## src/rtl/dpf_pkg.sv

```systemverilog
package dpf_pkg;

   typedef enum logic [1:0] {
      VOTE_NONE = 2'd0,
      VOTE_UP   = 2'd1,
      VOTE_DOWN = 2'd2
   } vote_e;

   function automatic vote_e vote_of(input logic e, input logic l);
      case ({e, l})
         2'b10:   return VOTE_UP;
         2'b01:   return VOTE_DOWN;
         default: return VOTE_NONE;
      endcase
   endfunction

endpackage

```

## src/rtl/dpf_delay_acc.sv

```systemverilog
module dpf_delay_acc
   import dpf_pkg::*;
#(
   parameter int DW = 8
) (
   input  logic          clk,
   input  logic          rst_n,
   input  logic          enable,
   input  vote_e         vote,
   output logic [DW-1:0] code
);
   localparam logic [DW-1:0] MID = DW'(1) << (DW - 1);
   localparam logic [DW-1:0] TOP = {DW{1'b1}};

   always_ff @(posedge clk or negedge rst_n) begin
      if (!rst_n) begin
         code <= MID;
      end else if (!enable) begin
         code <= MID;
      end else begin
         case (vote)
            VOTE_UP:   if (code != TOP)   code <= code + 1'b1;
            VOTE_DOWN: if (code != '0)    code <= code - 1'b1;
            default:   code <= code;
         endcase
      end
   end
endmodule

```

## src/rtl/dpf_recenter.sv

```systemverilog
module dpf_recenter #(
   parameter int DW = 8,
   parameter int AW = 18,
   parameter int SW = 4
) (
   input  logic                 clk,
   input  logic                 rst_n,
   input  logic                 enable,
   input  logic [DW-1:0]        code,
   input  logic [SW-1:0]        shift,
   output logic signed [AW-1:0] acc
);
   localparam logic signed [DW:0] MID_X = (DW+1)'(1) << (DW - 1);

   logic signed [DW:0] offset;
   logic signed [DW:0] scaled;
   logic signed [AW:0] inc;
   logic signed [AW:0] sum;

   assign offset = $signed({1'b0, code}) - MID_X;
   assign scaled = offset >>> shift;
   assign inc    = {{(AW - DW){scaled[DW]}}, scaled};
   assign sum    = {acc[AW-1], acc} + inc;

   always_ff @(posedge clk or negedge rst_n) begin
      if (!rst_n) begin
         acc <= '0;
      end else if (!enable) begin
         acc <= '0;
      end else if (sum[AW] != sum[AW-1]) begin
         acc <= sum[AW] ? {1'b1, {(AW-1){1'b0}}} : {1'b0, {(AW-1){1'b1}}};
      end else begin
         acc <= sum[AW-1:0];
      end
   end
endmodule

```

## src/rtl/dpf_hdiv.sv

```systemverilog
module dpf_hdiv
   import dpf_pkg::*;
#(
   parameter int AW   = 18,
   parameter int HMAX = 4,
   parameter int HL_W = 3
) (
   input  logic                 clk,
   input  logic                 rst_n,
   input  logic                 enable,
   input  vote_e                vote,
   input  logic [HL_W-1:0]      h_log2,
   output logic signed [AW-1:0] acc
);
   localparam int CW = HMAX;
   localparam int SW = HMAX + 2;

   logic [HL_W-1:0]        hl_eff;
   logic [CW-1:0]          limit;
   logic [CW-1:0]          cnt;
   logic signed [SW-1:0]   part;
   logic signed [SW-1:0]   step;
   logic signed [SW-1:0]   total;
   logic signed [AW:0]     sum;

   assign hl_eff = (h_log2 > HL_W'(HMAX)) ? HL_W'(HMAX) : h_log2;
   assign limit  = CW'(((CW+1)'(1) << hl_eff) - (CW+1)'(1));

   always_comb begin
      case (vote)
         VOTE_UP:   step = SW'(1);
         VOTE_DOWN: step = -SW'(1);
         default:   step = '0;
      endcase
   end

   assign total = part + step;
   assign sum   = {{(AW + 1 - SW){total[SW-1]}}, total} + {acc[AW-1], acc};

   always_ff @(posedge clk or negedge rst_n) begin
      if (!rst_n) begin
         cnt  <= '0;
         part <= '0;
         acc  <= '0;
      end else if (!enable) begin
         cnt  <= '0;
         part <= '0;
         acc  <= '0;
      end else if (vote != VOTE_NONE) begin
         if (cnt == limit) begin
            cnt  <= '0;
            part <= '0;
            if (sum[AW] != sum[AW-1])
               acc <= sum[AW] ? {1'b1, {(AW-1){1'b0}}} : {1'b0, {(AW-1){1'b1}}};
            else
               acc <= sum[AW-1:0];
         end else begin
            cnt  <= cnt + 1'b1;
            part <= total;
         end
      end
   end
endmodule

```

## src/rtl/delay_phase_filter.sv

```systemverilog
module delay_phase_filter
   import dpf_pkg::*;
#(
   parameter int DCODE_W    = 8,
   parameter int FWORD_W    = 16,
   parameter int SHIFT_W    = 4,
   parameter int H_LOG2_MAX = 4,
   parameter bit HDIV_EN    = 1'b1,
   parameter int HL_W       = $clog2(H_LOG2_MAX + 1)
) (
   input  logic               clk,
   input  logic               rst_n,
   input  logic               enable,
   input  logic [FWORD_W-1:0] init_word,
   input  logic               early,
   input  logic               late,
   input  logic [SHIFT_W-1:0] ko_shift,
   input  logic [HL_W-1:0]    h_log2,
   output logic [DCODE_W-1:0] delay_code,
   output logic [FWORD_W-1:0] freq_word
);
   localparam int ACC_W = FWORD_W + 2;
   localparam int TW    = ACC_W + 2;

   if (DCODE_W < 2) begin : g_bad_dw
      $error("DCODE_W must be at least 2");
   end
   if (FWORD_W < DCODE_W) begin : g_bad_fw
      $error("FWORD_W must be at least DCODE_W");
   end
   if (H_LOG2_MAX < 1 || H_LOG2_MAX > FWORD_W) begin : g_bad_h
      $error("H_LOG2_MAX out of range");
   end

   vote_e                    vote;
   logic signed [ACC_W-1:0]  acc_o;
   logic signed [ACC_W-1:0]  acc_h;
   logic [FWORD_W-1:0]       base_q;
   logic signed [TW-1:0]     total;

   assign vote = vote_of(early, late);

   dpf_delay_acc #(.DW(DCODE_W)) u_delay (
      .clk    (clk),
      .rst_n  (rst_n),
      .enable (enable),
      .vote   (vote),
      .code   (delay_code)
   );

   dpf_recenter #(.DW(DCODE_W), .AW(ACC_W), .SW(SHIFT_W)) u_recenter (
      .clk    (clk),
      .rst_n  (rst_n),
      .enable (enable),
      .code   (delay_code),
      .shift  (ko_shift),
      .acc    (acc_o)
   );

   if (HDIV_EN) begin : g_hdiv
      dpf_hdiv #(.AW(ACC_W), .HMAX(H_LOG2_MAX), .HL_W(HL_W)) u_hdiv (
         .clk    (clk),
         .rst_n  (rst_n),
         .enable (enable),
         .vote   (vote),
         .h_log2 (h_log2),
         .acc    (acc_h)
      );
   end else begin : g_no_hdiv
      assign acc_h = '0;
   end

   assign total = $signed({{(TW - FWORD_W){1'b0}}, base_q})
                + $signed({{(TW - ACC_W){acc_o[ACC_W-1]}}, acc_o})
                + $signed({{(TW - ACC_W){acc_h[ACC_W-1]}}, acc_h});

   always_ff @(posedge clk or negedge rst_n) begin
      if (!rst_n) begin
         base_q    <= '0;
         freq_word <= '0;
      end else if (!enable) begin
         base_q    <= init_word;
         freq_word <= init_word;
      end else if (total[TW-1]) begin
         freq_word <= '0;
      end else if (|total[TW-2:FWORD_W]) begin
         freq_word <= {FWORD_W{1'b1}};
      end else begin
         freq_word <= total[FWORD_W-1:0];
      end
   end
endmodule

```

## config.mk

```make
export PLATFORM = sky130hd
export DESIGN_NAME = delay_phase_filter
export DESIGN_NICKNAME = d
export VERILOG_FILES = /design/src/rtl/dpf_pkg.sv /design/src/rtl/dpf_delay_acc.sv /design/src/rtl/dpf_recenter.sv /design/src/rtl/dpf_hdiv.sv /design/src/rtl/delay_phase_filter.sv
export SDC_FILE = /design/constraint.sdc
export NUM_CORES = 1
export LEC_CHECK = 0
export BUFFER_PORTS_ARGS = -buffer_cell sky130_fd_sc_hd__buf_2
export CAP_MARGIN = 25
export CELL_PAD_IN_SITES_DETAIL_PLACEMENT = 1
export CELL_PAD_IN_SITES_GLOBAL_PLACEMENT = 1
export CORE_ASPECT_RATIO = 0.9
export CORE_UTILIZATION = 48
export DETAILED_ROUTE_END_ITERATION = 6
export GPL_TIMING_DRIVEN = 0
export PLACE_DENSITY_LB_ADDON = 0.1
export SLEW_MARGIN = 0
export SYNTH_ARGS = -nofsm -noshare
export SYNTH_HDL_FRONTEND = slang
export SYNTH_HIERARCHICAL = 1
export SYNTH_SLANG_ARGS = --single-unit
```

## constraint.sdc

```tcl
create_clock -name clk -period 4.48 [get_ports clk]
set_input_delay 0.672 -clock clk [delete_from_list [all_inputs] [get_ports clk]]
set_output_delay 0.672 -clock clk [all_outputs]
set_load 0.01 [all_outputs]
```

* Yosys cells after proc, flatten, opt, wreduce, memory -nomap -nowiden
Index checks and enable logic that the tools add are counted.
** Cells by class
- Equality and inequality tests :: 13
- $add $sub $neg :: 10
- Shifts and indexed selects :: 2
- Multiplexer cells :: 24
- $lt $le $gt $ge :: 1
- Reductions and logical operators :: 5
** Operator list (count)
- $mux W18 :: 8
- $mux W16 :: 3
- $mux W8 :: 3
- $add A19 B18 Y20 :: 1
- $add A17 B18 Y19 :: 1
- $add A18 B9 Y19 :: 1
- $add A6 B18 Y19 :: 1
- $mux W6 :: 3
- $pmux W8 S2 :: 1
- $mux W4 :: 3
- $pmux W6 S2 :: 1
- $sshr A9 B4 Y9 :: 1
- $sub A8 B8 Y9 const B :: 1
- $add A8 B1 Y8 const B :: 1
- $ne A8 B8 Y1 const B :: 1
- $reduce_bool A8 Y1 :: 1
- $sub A8 B1 Y8 const B :: 1
- $add A6 B6 Y6 :: 1
- $ne A3 B3 Y1 const B :: 2
- $add A4 B1 Y4 const B :: 1
- $eq A2 B1 Y1 const B :: 2
- $eq A2 B2 Y1 const B :: 2
- $eq A4 B4 Y1 :: 1
- $ne A2 B1 Y1 const B :: 2
- 11 further kinds :: 12
** Word-level totals
- Flip-flop bits (word level) :: 86
- Bits of input ports :: 28
- Logic and storage cells :: 62
- Output and inout bits :: 24

* Logic depth before layout (Yosys ltp)
- Depth in word-level cells :: 11
- Depth in mapped cells :: 18
- Gate-level depth less buffers :: 17

* Hierarchy
The synthesis kept the hierarchy.
** By module, submodules not included
- delay_phase_filter :: area each 2591.2 sq um, seq. area each 800.8 sq um, cells an instance 274, instances 1
- dpf_recenter :: area each 2364.8 sq um, seq. area each 450.4 sq um, cells an instance 288, instances 1
- dpf_hdiv :: area each 2329.7 sq um, seq. area each 700.7 sq um, cells an instance 248, instances 1
- dpf_delay_acc :: area each 689.4 sq um, seq. area each 201.4 sq um, cells an instance 72, instances 1

* Worst setup path after synthesis
Ideal clock, no wire load.
- Path kind :: input-to-reg
- Start :: in early
- End :: reg g_hdiv.u_hdiv.acc[10]
- Data required time :: 4.354 ns
- Path buffers :: 1
- Arrival time :: 4.647 ns
- Stages :: 18
- Setup time :: 0.126 ns
- Slack :: -0.293 ns
- Cell sequence :: nor2b_1 -> inv_1 -> ha_1 -> ha_1 -> a21o_1 -> a21oi_1 -> o21bai_1 -> a21oi_1 -> xnor2_1 -> ha_1 -> and3_1 -> and3_1 -> a22oi_1 -> a31oi_4 -> nor3b_2 -> a211oi_2 -> buf_6 -> a221o_1
** Between the ends
- Longest elaborated chain between the ends :: 11
- Elaborated cells between the ends (all ways) :: 17
- Classes of those cells :: add/sub: 2; eq/ne: 6; mux: 7; reduce/logical: 2
** Ends and longest elaborated chain
- start, declared :: RTL line delay_phase_filter.sv:15 : input logic early,
- $eq A2 B1 Y1 or $eq A2 B2 Y1 (tied branches) :: RTL line dpf_pkg.sv:10 : case ({e, l})
- $pmux W2 S2 (*) :: RTL line dpf_pkg.sv:10
- $eq A2 B2 Y1 or $eq A2 B1 Y1 (tied branches) :: RTL line dpf_hdiv.sv:30 : case (vote)
- $pmux W6 S2 :: RTL line dpf_hdiv.sv:30
- $add A6 B6 Y6 :: RTL line dpf_hdiv.sv:37 : assign total = part + step;
- $add A6 B18 Y19 :: RTL line dpf_hdiv.sv:38 : assign sum = {{(AW + 1 - SW){total[SW-1]}}, total} + {acc[AW-1], acc};
- $mux W18 or $ne A1 B1 Y1 (tied branches) :: RTL line dpf_hdiv.sv:54, dpf_hdiv.sv:53
- $mux W18 :: RTL line dpf_hdiv.sv:53 : if (sum[AW] != sum[AW-1])
- $mux W18 :: RTL line dpf_hdiv.sv:50 : if (cnt == limit) begin
- $mux W18 :: RTL line dpf_hdiv.sv:49 : end else if (vote != VOTE_NONE) begin
- $mux W18 :: RTL line dpf_hdiv.sv:45 : end else if (!enable) begin
- end signal, assigned :: RTL line dpf_hdiv.sv:54 : acc <= sum[AW] ? {1'b1, {(AW-1){1'b0}}} : {1'b0, {(AW-1){1'b1}}};
- end signal, assigned :: RTL line dpf_hdiv.sv:56 : acc <= sum[AW-1:0];
- end, declared :: RTL line dpf_hdiv.sv:13 : output logic signed [AW-1:0] acc
Mark *: on every way between the ends. The rest lies on a longest branch, timed or not. The select of a mux whose other input is x is not followed.
A chain may end at the register's enable or synchronous reset.

* Worst setup path in the final report
- Start :: in early
- End :: reg g_hdiv.u_hdiv.acc[9]
** Between the ends
- Longest elaborated chain between the ends :: 11
- Elaborated cells between the ends (all ways) :: 17
- Classes of those cells :: add/sub: 2; eq/ne: 6; mux: 7; reduce/logical: 2
** Ends and longest elaborated chain
- $eq A2 B1 Y1 or $eq A2 B2 Y1 (tied branches) :: RTL line dpf_pkg.sv:10
- $pmux W2 S2 (*) :: RTL line dpf_pkg.sv:10
- via vote[0] :: RTL line delay_phase_filter.sv:35 : vote_e vote;
- $eq A2 B2 Y1 or $eq A2 B1 Y1 (tied branches) :: RTL line dpf_hdiv.sv:30
- $pmux W6 S2 :: RTL line dpf_hdiv.sv:30
- $add A6 B6 Y6 :: RTL line dpf_hdiv.sv:37
- $add A6 B18 Y19 :: RTL line dpf_hdiv.sv:38
- $mux W18 or $ne A1 B1 Y1 (tied branches) :: RTL line dpf_hdiv.sv:54, dpf_hdiv.sv:53
- $mux W18 :: RTL line dpf_hdiv.sv:53
- $mux W18 :: RTL line dpf_hdiv.sv:50
- $mux W18 :: RTL line dpf_hdiv.sv:49
- $mux W18 :: RTL line dpf_hdiv.sv:45
The timed path passes the listed nets; every way through them passes the cells marked *. The select of a mux whose other input is x is not followed.

==> impl_metrics.tcl <==
set metrics [dict create \
    synth-compound-area-share_pct 24.80 \
    post-synth-top-count-cell "dfrtp_1" \
    cts_hold_buf 0 \
    crit_family "compound AO/OA/AOI/OAI gates" \
    required_ps 4720 \
    die-width_um 137.9 \
    ys.flop_type "dfrtp_1" \
    synth.yosys.seq_area_share_pct 27.00 \
    stdcell_area_um2 9290 \
    worstSetupPathType "input port to flip-flop" \
    synthSimpleGateAreaFrac_pct 18.36 \
    nets 1085 \
    max_slew_margin_pct 48.29 \
    synth_top_family_by_area "compound AO/OA/AOI/OAI gates" \
    vias 7229 \
    hold_class "input port to asynchronous set/reset pin" \
    critical_path.endpoint "g_hdiv.u_hdiv/acc[9]$_DFFE_PN0P_" \
    routed_wl_um 24510 \
    clk_latency_ps 360 \
    start_util_pct 49.27 \
    avgSynthCellArea_um2 9.042 \
    placed_area_um2 8524 \
    fmax_mhz 230.3 \
    num_io_pins 52 \
    p_leak_nw 4.373 \
    finalCritPeriodShare_pct 96.93 \
    worstPathArrival_ps 4580 \
    path_cells "buf_2 > nor2b_4 > inv_2 > ha_4 > ha_1 > a21o_1 > a21oi_2 > o21bai_2 > a21oi_4 > buf_12 > xnor2_4 > buf_6 > ha_1 > and3_4 > o21ai_2 > a31oi_4 > mux2i_2 > nor3_4 > buf_6 > a221o_1" \
    clock_sinks 86 \
    cpPeakStageDelay_ps 400 \
    maxSlewViolCount 0 \
    ys_types 99 \
    die_h_um 124.3 \
    port_buffers 49 \
    clk_pin_slew_worst_paths_ps 80 \
    regArea_um2 2153 \
    gp_congestion 0.9013 \
    post_drt_wl_per_cell_um 20.84 \
    utilization_pct 57.40 \
    netlist.area_leader.share_pct 26.67 \
    core_um2 16190 \
    cts_tree "yes" \
    period_minus_slack_ps 4343 \
    synth_top_area_cell "dfrtp_1" \
    synthXorXnorAreaFrac_pct 5.162 \
    status "finished clean" \
    dpl.hpwl_um 18200 \
    synth_seq_cells 86 \
    peakVddDrop_mv 0.3610 \
    firstDrtPassIters 5 \
    crit_cells 20 \
    area_growth_pct 16.49 \
    yosysWarnings 6 \
    clk_path_buf_depth 2 \
    cp-start-kind "input port" \
    hold_viol 0 \
    drive_above_1_share_pct 19.81 \
    vias_per_cell 6.147 \
    grt_usage_pct 29.49 \
    overflow 0 \
    h-tree-depth 3 \
    cts.root.buffer_cell "clkbuf_16" \
    maxCapViolCount 0 \
    cp_max_fo 10 \
    grt_start_max_net_pins 45 \
    r2r_start "u_delay/code[7]$_DFFE_PN1P_" \
    final.setup.tns_ps 0 \
    cellPowerDensity_nw_per_um2 429.7 \
    rows 44 \
    grt_pass1_vias 7565 \
    synthAdderAreaFrac_pct 18.01 \
    finClkSkew_ps 19.54 \
    drt_iter0_drc 336 \
    synth_area_leaders "dfrtp_1 (27%), ha_1 (11%), fa_1 (5.0%)" \
    muxShareOfSynthArea_pct 1.836 \
    cp-end-kind "flip-flop" \
    dieArea_um2 17140 \
    reg2reg_slack_ps 260 \
    remaining_drc_errors 0 \
    r2r_cells 14 \
    synthesis.area_um2 7975 \
    async_reset_ff_share_pct 100.0 \
    grt_pass1_wl_um 39500 \
    synth_common_cells "dfrtp_1 (85), nand2_1 (82), ha_1 (73)" \
    syn_nets 1003 \
    numCtsBuffers 9 \
    cp_slowest_cell "ha_1" \
    ant_nets 0 \
    synth_edf_count 0 \
    setup_viol 0 \
    multi_input_area_um2 5744 \
    nFillCells 1901 \
    r2r-end "u_recenter/acc[14]$_DFF_PN0_" \
    grt_antenna_before_repair 0 \
    antennaDiodeCount 0 \
    critPathBufInv 5 \
    synth_cells 882 \
    crit_start "early" \
    tightest_slew_ps 772.7 \
]
==> worst min path at each step <==
stage | end | slack [ps]
CTS | base_q[8]$_DFFE_PN0N_ | 340
detailed placement | base_q[14]$_DFFE_PN0N_ | 470
global placement | base_q[0]$_DFFE_PN0N_ | 460
floorplan | base_q[0]$_DFFE_PN0N_ | 380
finish | base_q[8]$_DFFE_PN0N_ | 310
global route | base_q[9]$_DFFE_PN0N_ | 360
==> per-layer routing <==
| metal | global-route usage (%) | vias up | routed length, µm |
|---|---|---|---|
| met5 | 0 | - | 0 |
| met4 | 8.440 | 0 | 553 |
| met3 | 4.029 | 38 | 912 |
| met2 | 49.09 | 176 | 11790 |
| met1 | 39.45 | 3621 | 11260 |
| li1 | - | 3394 | - |
==> worst reg2reg max path, stage by stage (launching register included) <==
cell and delay (ps):
dfstp_2 700, clkinvlp_4 180, mux4_2 510, a211oi_1 270, a21oi_1 100, ha_1 230
fa_1 400, nand3_1 160, a211oi_1 110, or2_1 270, a221o_2 450, nor2_4 200
buf_6 180, nor3_1 60, o221a_1 280
==> final cells by class <==
class | count | area share [%]
multi-input combinational | 717 | 61.83
sequential | 86 | 23.18
timing repair buffer | 70 | 4.808
tap | 207 | 2.788
clock buffer | 10 | 2.465
buffer | 30 | 2.128
inverter | 50 | 2.061
clock inverter | 6 | 0.7407
==> report_power, final <==
part,leakage (nW),switching (W),internal [W]
combinational,3.12,0.00123,0.000894
sequential,1.11,0.000163,0.000916
clock,0.144,0.000353,0.000438
total,4.37,0.00174,0.00225
==> layout by cell type, fill, tap and decap left out, types with 8 or more instances in the layout <==
| master | n |
|---|---|
| a21oi_1 | 61 |
| nand2_1 | 82 |
| buf_6 | 8 |
| a211oi_1 | 19 |
| clkbuf_16 | 9 |
| mux2i_1 | 8 |
| buf_4 | 22 |
| buf_2 | 53 |
| nor3_2 | 12 |
| o21ai_1 | 17 |
| fa_1 | 20 |
| dfrtp_1 | 85 |
| o211a_1 | 11 |
| nor2_1 | 55 |
| a21o_1 | 17 |
| o21ai_0 | 39 |
| clkbuf_1 | 10 |
| xor2_1 | 19 |
| a221o_1 | 17 |
| ha_1 | 61 |
| inv_1 | 48 |
| ha_4 | 12 |
| maj3_1 | 10 |
| nor3_1 | 19 |
| nand2b_1 | 20 |
| nand3_1 | 16 |
| nor2b_1 | 15 |
| xnor2_1 | 27 |
==> cell families after synthesis <==
group           count (synthesis)
compound gates                275
xor+xnor                       47
fa+ha+maj                     105
buf+inv                        80
flops                          86
mux                            13
simple gates                  276
==> registers in the layout (all words and copies together), names as in the netlist <==
signal / flops
base_q: 16
freq_word: 16
g_hdiv.u_hdiv/acc: 18
g_hdiv.u_hdiv/cnt: 4
g_hdiv.u_hdiv/part: 6
u_delay/code: 8
u_recenter/acc: 18
==> stage by stage <==
step | total power, W | instances | setup slack [ps] | hold slack (ps)
2_1_floorplan | 0.002528 | 882 | 59.09 | 376.4
3_3_place_gp | 0.002966 | 1138 | -670.7 | 463.3
3_5_place_dp | 0.003081 | 1139 | -924.4 | 471.9
4_1_cts | 0.003955 | 1167 | 6.961 | 341.0
5_1_grt | 0.004259 | 1176 | -16.27 | 363.1
6_report | 0.003992 | 1176 | 137.5 | 312.2
==> timing repair <==
item,CTS,global route
buffers inserted,11,9
endpoints found under the setup margin,17,31
gates cloned,1,0
resized for setup,33,12
pin swaps,13,11
hold endpoints to repair,0,0
Power figures use the tool's default switching activity.
